==> config.mk <==
export PLATFORM = sky130hd
export DESIGN_NAME = vecfetch_seq
export DESIGN_NICKNAME = d
export VERILOG_FILES = /design/src/rtl/vf_pkg.sv /design/src/rtl/vf_base_reg.sv /design/src/rtl/vf_rd_port.sv /design/src/rtl/vf_ctrl.sv /design/src/rtl/vecfetch_seq.sv
export SDC_FILE = /design/constraint.sdc
export NUM_CORES = 1
export LEC_CHECK = 0
export BUFFER_PORTS_ARGS = -buffer_cell sky130_fd_sc_hd__buf_2
export CORE_MARGIN = 10
export CORE_UTILIZATION = 55
export CTS_CLUSTER_DIAMETER = 200
export DETAILED_ROUTE_END_ITERATION = 8
export PLACE_DENSITY = 0.88
export SETUP_SLACK_MARGIN = 0.05
export SLEW_MARGIN = 15
export SYNTH_ARGS = -nofsm -noshare
export SYNTH_HDL_FRONTEND = slang
export SYNTH_HIERARCHICAL = 1
export SYNTH_SLANG_ARGS = --single-unit
==> constraint.sdc <==
create_clock -name clk -period 5.8 [get_ports clk]
set_input_delay 0.29 -clock clk [delete_from_list [all_inputs] [get_ports clk]]
set_output_delay 0.29 -clock clk [all_outputs]
set_load 0.01 [all_outputs]
==> src/rtl/vf_pkg.sv <==
package vf_pkg;
  typedef enum logic [1:0] {
    ST_BOOT_SP = 2'd0,
    ST_BOOT_PC = 2'd1,
    ST_IDLE    = 2'd2,
    ST_EXC     = 2'd3
  } vf_state_e;

  typedef enum logic [1:0] {
    PT_IDLE = 2'd0,
    PT_REQ  = 2'd1,
    PT_WAIT = 2'd2
  } vf_port_e;
endpackage

==> src/rtl/vf_base_reg.sv <==
module vf_base_reg #(
  parameter int AW    = 32,
  parameter int ALIGN = 7
) (
  input  logic          clk,
  input  logic          rst_n,
  input  logic          wr_en,
  input  logic [AW-1:0] wr_data,
  output logic [AW-1:0] base
);
  localparam logic [AW-1:0] KEEP = {AW{1'b1}} << ALIGN;

  function automatic logic [AW-1:0] align_base(input logic [AW-1:0] v);
    return v & KEEP;
  endfunction

  always_ff @(posedge clk or negedge rst_n) begin
    if (!rst_n) base <= '0;
    else if (wr_en) base <= align_base(wr_data);
  end
endmodule

==> src/rtl/vf_rd_port.sv <==
module vf_rd_port
  import vf_pkg::*;
#(
  parameter int AW = 32
) (
  input  logic          clk,
  input  logic          rst_n,
  input  logic          start,
  input  logic [AW-1:0] start_addr,
  output logic          rd_req,
  output logic [AW-1:0] rd_addr,
  input  logic          rd_ready,
  input  logic          rsp_valid,
  input  logic [AW-1:0] rsp_data,
  output logic          idle,
  output logic          got,
  output logic [AW-1:0] got_data
);
  vf_port_e      p_q;
  logic [AW-1:0] addr_q;

  always_ff @(posedge clk or negedge rst_n) begin
    if (!rst_n) begin
      p_q    <= PT_IDLE;
      addr_q <= '0;
    end else begin
      case (p_q)
        PT_IDLE: if (start) begin
          p_q    <= PT_REQ;
          addr_q <= start_addr;
        end
        PT_REQ:  if (rd_ready) p_q <= PT_WAIT;
        PT_WAIT: if (rsp_valid) p_q <= PT_IDLE;
        default: p_q <= PT_IDLE;
      endcase
    end
  end

  assign rd_req   = (p_q == PT_REQ);
  assign rd_addr  = addr_q;
  assign idle     = (p_q == PT_IDLE);
  assign got      = (p_q == PT_WAIT) && rsp_valid;
  assign got_data = rsp_data;

  // request held with a stable address until it is accepted
  a_r7_req_hold: assert property (@(posedge clk) disable iff (!rst_n)
    (rd_req && !rd_ready) |=> (rd_req && $stable(rd_addr)));

  // a new read is only launched when none is outstanding
  a_r7_one_outstanding: assert property (@(posedge clk) disable iff (!rst_n)
    start |-> idle);
endmodule

==> src/rtl/vf_ctrl.sv <==
module vf_ctrl
  import vf_pkg::*;
#(
  parameter int AW    = 32,
  parameter int NUM_W = 8
) (
  input  logic             clk,
  input  logic             rst_n,
  input  logic [AW-1:0]    base,
  input  logic             exc_req,
  input  logic [NUM_W-1:0] exc_num,
  input  logic             port_idle,
  input  logic             got,
  input  logic [AW-1:0]    got_data,
  output logic             start,
  output logic [AW-1:0]    start_addr,
  output logic [AW-1:0]    sp,
  output logic [AW-1:0]    pc,
  output logic             done,
  output logic             fault,
  output logic             busy
);
  vf_state_e        state_q;
  logic             issued_q;
  logic [NUM_W-1:0] num_q;
  logic [NUM_W-1:0] idx;

  function automatic logic [AW-1:0] vec_addr(input logic [AW-1:0] b,
                                             input logic [NUM_W-1:0] n);
    return b + (AW'(n) << 2);
  endfunction

  function automatic logic [AW-1:0] align_sp(input logic [AW-1:0] w);
    return {w[AW-1:2], 2'b00};
  endfunction

  function automatic logic [AW-1:0] strip_state(input logic [AW-1:0] w);
    return {w[AW-1:1], 1'b0};
  endfunction

  always_comb begin
    case (state_q)
      ST_BOOT_PC: idx = NUM_W'(1);
      ST_EXC:     idx = num_q;
      default:    idx = '0;
    endcase
  end

  assign start_addr = vec_addr(base, idx);
  assign start      = (state_q != ST_IDLE) && !issued_q;
  assign busy       = (state_q != ST_IDLE);

  always_ff @(posedge clk or negedge rst_n) begin
    if (!rst_n) begin
      state_q  <= ST_BOOT_SP;
      issued_q <= 1'b0;
      num_q    <= '0;
      sp       <= '0;
      pc       <= '0;
      done     <= 1'b0;
      fault    <= 1'b0;
    end else begin
      done  <= 1'b0;
      fault <= 1'b0;
      if (start) issued_q <= 1'b1;
      case (state_q)
        ST_BOOT_SP: if (got) begin
          sp       <= align_sp(got_data);
          state_q  <= ST_BOOT_PC;
          issued_q <= 1'b0;
        end
        ST_BOOT_PC, ST_EXC: if (got) begin
          if (got_data[0]) begin
            pc   <= strip_state(got_data);
            done <= 1'b1;
          end else begin
            fault <= 1'b1;
          end
          state_q  <= ST_IDLE;
          issued_q <= 1'b0;
        end
        ST_IDLE: if (exc_req) begin
          num_q   <= exc_num;
          state_q <= ST_EXC;
        end
        default: state_q <= ST_IDLE;
      endcase
    end
  end

  // outcome pulses are exclusive
  a_r8_done_fault_excl: assert property (@(posedge clk) disable iff (!rst_n)
    !(done && fault));

  // done lasts a single cycle
  a_r8_done_single: assert property (@(posedge clk) disable iff (!rst_n)
    done |=> !done);

  // a faulting vector leaves the program counter alone
  a_r3_fault_keeps_pc: assert property (@(posedge clk) disable iff (!rst_n)
    fault |-> (pc == $past(pc)));

  // when idle the memory port has nothing outstanding
  a_r6_idle_port_quiet: assert property (@(posedge clk) disable iff (!rst_n)
    (state_q == ST_IDLE) |-> port_idle);
endmodule

==> src/rtl/vecfetch_seq.sv <==
module vecfetch_seq #(
  parameter int AW    = 32,
  parameter int NUM_W = 8,
  parameter int ALIGN = 7
) (
  input  logic             clk,
  input  logic             rst_n,
  input  logic             base_we,
  input  logic [AW-1:0]    base_wdata,
  input  logic             exc_req,
  input  logic [NUM_W-1:0] exc_num,
  output logic             rd_req,
  output logic [AW-1:0]    rd_addr,
  input  logic             rd_ready,
  input  logic             rsp_valid,
  input  logic [AW-1:0]    rsp_data,
  output logic [AW-1:0]    sp_out,
  output logic [AW-1:0]    pc_out,
  output logic             done,
  output logic             fault,
  output logic             busy
);
  logic [AW-1:0] base;
  logic          start;
  logic [AW-1:0] start_addr;
  logic          port_idle;
  logic          got;
  logic [AW-1:0] got_data;

  vf_base_reg #(.AW(AW), .ALIGN(ALIGN)) u_base (
    .clk(clk), .rst_n(rst_n), .wr_en(base_we), .wr_data(base_wdata), .base(base)
  );

  vf_rd_port #(.AW(AW)) u_port (
    .clk(clk), .rst_n(rst_n), .start(start), .start_addr(start_addr),
    .rd_req(rd_req), .rd_addr(rd_addr), .rd_ready(rd_ready),
    .rsp_valid(rsp_valid), .rsp_data(rsp_data),
    .idle(port_idle), .got(got), .got_data(got_data)
  );

  vf_ctrl #(.AW(AW), .NUM_W(NUM_W)) u_ctrl (
    .clk(clk), .rst_n(rst_n), .base(base), .exc_req(exc_req), .exc_num(exc_num),
    .port_idle(port_idle), .got(got), .got_data(got_data),
    .start(start), .start_addr(start_addr), .sp(sp_out), .pc(pc_out),
    .done(done), .fault(fault), .busy(busy)
  );
endmodule

# --- After elaboration in Yosys (flattened, before gate mapping) ---
# Cells that the tools add are included.
word_totals:
  regBits: 133
  out_inout_bits: 100
op_classes:
  n_addsub: 1
  n_eq_ne: 12
  muxes: 18
  reduce_logical: 13
op_table:
  columns: ["operator", "n"]
  rows:
  - ["adder 32 x 10 -> 32 bit", 1]
  - ["case mux 8 bit (2 select lines)", 1]
  - ["2-to-1 mux 2 bit", 6]
  - ["inequality test 2 bit (second input constant)", 6]
  - ["case mux 2 bit (3 select lines)", 2]
  - ["2-to-1 mux 1 bit", 9]
  - ["AND reduction 3 bit", 3]
  - ["equality test 2 bit (second input constant)", 3]
  - ["AND reduction 2 bit", 3]
  - ["equality test 2 x 1 -> 1 bit (second input constant)", 2]
  - ["logical NOT 2 bit", 2]
  - ["OR reduction 3 bit", 1]
  - ["logical AND 1 bit", 2]
  - ["inequality test 2 x 1 -> 1 bit (second input constant)", 1]
  - ["OR reduction 2 bit", 1]
  - ["logical NOT 1 bit", 1]

# --- Logic depth before layout (Yosys ltp) ---
logic_depth:
  depth_word: 5
  depth_mapped: 10

# --- Modules after synthesis ---
# The synthesis kept the hierarchy.
by_module_without_submodules:
  columns: ["mod", "n_inst", "cells_each", "area_per_inst_um2", "seq_area_each_um2"]
  rows:
  - ["vf_ctrl", 1, 290, 3778.6, 1851.8]
  - ["vf_rd_port", 1, 111, 1559.0, 850.8]
  - ["vf_base_reg", 1, 61, 1089.8, 625.6]

# --- Worst setup path before layout ---
# No wires, ideal clock.
synth_path:
  path_kind: "reg-to-reg"
  start: "register u_ctrl.state_q[0]"
  end: "register u_port.addr_q[20], in the netlist u_port/rd_addr[20]"
  arrival_ns: 2.346
  required_ns: 5.673
  slack_ns: 3.327
  stages_incl_launch_ff: 10
  period_less_slack_ns: 2.473
  cell_sequence: "dfrtp_1 > clkbuf_1 > and3_1 > ha_1 > buf_2 > o21a_1 > o211ai_2 > a211oi_1 > xor2_1 > mux2_1"
synth_via:
  elab_chain_cells: 3
  elab_cells_between_ends: 7
synth_rtl:
  columns: ["item", "line_no", "rtl"]
  rows:
  - ["start: declaration", "vf_ctrl.sv:23", "vf_state_e state_q;"]
  - ["start signal: assignment", "vf_ctrl.sv:55", "state_q <= ST_BOOT_SP;"]
  - ["start signal: assignment", "vf_ctrl.sv:69", "state_q <= ST_BOOT_PC;"]
  - ["start signal: assignment", "vf_ctrl.sv:79", "state_q <= ST_IDLE;"]
  - ["equality test 2 bit or equality test 2 x 1 -> 1 bit (tied branches)", "vf_ctrl.sv:42", "case (state_q)"]
  - ["case mux 8 bit (2 select lines) (*)", "vf_ctrl.sv:42", null]
  - ["adder 32 x 10 -> 32 bit (*)", "vf_ctrl.sv:30", "return b + (AW'(n) << 2);"]
  - ["via start_addr[20]", "vecfetch_seq.sv:25", "logic [AW-1:0] start_addr;"]
  - ["end signal: assignment", "vf_rd_port.sv:30", "addr_q <= start_addr;"]
  - ["end: declaration", "vf_rd_port.sv:20", "logic [AW-1:0] addr_q;"]
# The timed path passes the listed nets; every way through them passes the cells marked *.
# A chain may end at the register's enable or synchronous reset.

# --- Worst setup path after layout ---
layout_path:
  start: "register u_ctrl.state_q[0]"
  end: "register u_port.addr_q[25], in the netlist u_port/rd_addr[25]"
# Same word-level chain as after synthesis.

==> out/results.ini <==
[floorplanning]
start_util = 0.563
fp.dieW_um = 128
rows = 39
core_um2 = 11400
die_area_um2 = 16400
io_pins = 178
die_h_um = 128

[cells_and_area]
drive_gt1_frac = 0.553
area.growth.synth_to_final_pct = 18.2
n_antenna_cell = 0
finalNetCount = 681
fillCellCount = 813

[critical_path]
critPathMaxStageDelay_ns = 0.77
cpLargestDelayFamily = compound AO/OA/AOI/OAI gates
r2r_start = u_ctrl/state_q[0]$_DFFE_PN0P_
path_class = reg -> reg
crit_path_cell_trace = and3_1 -> ha_1 -> a211oi_1 -> o22ai_1 -> o2111ai_1 -> xnor2_1 -> mux2_1
cp_slowest_cell = o22ai_1
r2r_slack_ns = 2.93
critPathMaxFanout = 13
r2r_end = u_port/rd_addr[25]$_DFFE_PN0P_
crit_cells = 7
start_kind = register
worstRegToRegCells = 7
crit_start = u_ctrl/state_q[0]$_DFFE_PN0P_
end_kind = register
path_buf_inv = 0
crit_end = u_port/rd_addr[25]$_DFFE_PN0P_
worstPathRequired_ns = 6.10
cp.arrival_ns = 3.17

[grt]
first_global_vias = 4599
grt_pass1_wl_mm = 24.1
grt.total_usage = 0.187
antenna_found_initial = 0
overflow = 0
grt_max_degree = 76

[power]
seqPwrFrac = 0.379
pwr_density_cell_nw_per_um2 = 529
combPwrFrac = 0.363
peakVddDrop_uv = 411
p_sw_frac = 0.341
power.internal_mw = 2.65
p_sw_mw = 1.37
p_leak_nw = 3.74
pwr-share-clk = 0.259

[clock_network]
clk_pin_slew_worst_paths_ns = 0.06
ctsLongestPathBuffers = 2
htree_levels = 4
root_buffer = clkbuf_16
insertion_delay_ns = 0.42
cts_buffers = 17
clock_sinks = 133
cts_tree = built

[sta]
tightestPinTransition_ns = 1.38
maxSlewViolCount = 0
period_share = 0.494
finalCriticalPeriod_ns = 2.87
tns_ns = 0
rsz0062_at_grt = no
max_freq_mhz = 349
whs_ns = 0.0297
slew_headroom = 0.0750
clock_skew_ns = 0.00707
setup_violations = 0
hold_violations = 0

[logic_synthesis]
avgSynthCellArea_um2 = 13.9
syn_inst = 461
yosys_warnings = 6
syn_area_um2 = 6420

[drt]
dr_wl_met2_mm = 7.49
detail-route-antenna-nets = 0
routed.top_layer = met4
met3_length_mm = 1.54
drtIter0Drc = 172
vias = 4062
totalWireLength_mm = 15.0
drcViolationCount = 0
first_pass_iters = 4
met1Wirelength_mm = 5.76
via_per_inst = 5.42
wl_per_cell_um = 20.1

[placement]
place_hpwl_mm = 11.1
place_congestion = 0.821
io_buffers = 167

[run_status]
status = completed

[hold_path]
min_path_type = in -> reg
hold_path_startpoint = rsp_data[0]

[run]
drv_cap = 0

power by group through the flow:
| stage | Clock [mW] | Combinational [mW] | Sequential (mW) |
|---|---|---|---|
| detailed placement | 0 | 1.46 | 1.53 |
| global placement | 0 | 1.40 | 1.50 |
| floorplan | 0 | 0.807 | 1.64 |
| global route | 1.09 | 1.59 | 1.57 |
| finish | 1.04 | 1.46 | 1.52 |
| CTS | 1.06 | 1.47 | 1.52 |
worst min path at each step:
stage                                          to  slack, ns  depth (start not counted)
floorplan             u_base/base[10]$_DFFE_PN0P_     -0.006                          0
global placement      u_base/base[28]$_DFFE_PN0P_       0.38                          1
detailed placement  u_port/rd_addr[1]$_DFFE_PN0P_       0.40                          1
CTS                        u_ctrl/fault$_DFF_PN0_       0.02                          2
global route               u_ctrl/fault$_DFF_PN0_       0.04                          2
finish                     u_ctrl/fault$_DFF_PN0_       0.03                          2
registers in the layout, summed over array words and instances (netlist names):
name and count:
u_ctrl/fault 1, u_base/base 25, u_port/rd_addr 32, u_ctrl/pc 31, u_ctrl/num_q 8, u_ctrl/done 1, u_port/p_q 2, u_ctrl/state_q 2
u_ctrl/issued_q 1, u_ctrl/sp 30
layer usage:
layer,up-vias,GRT usage
met3,18,0.100
met4,0,0.0715
met2,148,0.305
li1,1859,-
met1,2037,0.202
met5,-,0
stage by stage:
| stage | setup WS, ns | cell area (µm²) | total power [mW] | utilization | std cells |
|---|---|---|---|---|---|
| floorplan | 3.33 | 6450 | 2.45 | - | 469 |
| global placement | 3.10 | 7010 | 2.90 | 0.614 | 717 |
| detailed placement | 2.98 | 7010 | 2.99 | 0.614 | 717 |
| CTS | 2.95 | 7590 | 4.05 | 0.665 | 749 |
| global route | 2.63 | 7590 | 4.26 | 0.665 | 749 |
| finish | 2.93 | 7590 | 4.02 | 0.665 | 749 |
cell type report:
| class | instances | area [µm²] | share of cell area |
|---|---|---|---|
| inverter | 4 | 15.0 | 0.00198 |
| clock inverter | 11 | 129 | 0.0170 |
| timing repair buffer | 173 | 886 | 0.117 |
| multi-input combinational | 265 | 2610 | 0.344 |
| tap | 143 | 179 | 0.0236 |
| sequential | 133 | 3330 | 0.438 |
| clock buffer | 20 | 447 | 0.0588 |
placed cells by master, fill, tap and decap left out, drive strengths merged, types with 8 or more instances in the layout:
master / instances
buf: 172
xnor2: 14
clkbuf: 20
dfrtp: 133
ha: 8
mux2: 127
a211oi: 8
xor2: 14
conb: 10
o211ai: 8
and3: 10
repair_timing:
item                                   CTS  global route
setup endpoints to repair                0             0
setup buffers                            0             0
endpoints found under the hold margin   58             0
hold buffers                             1             0
gates resized for setup                  0             0
(Power assumes the default switching activity.)
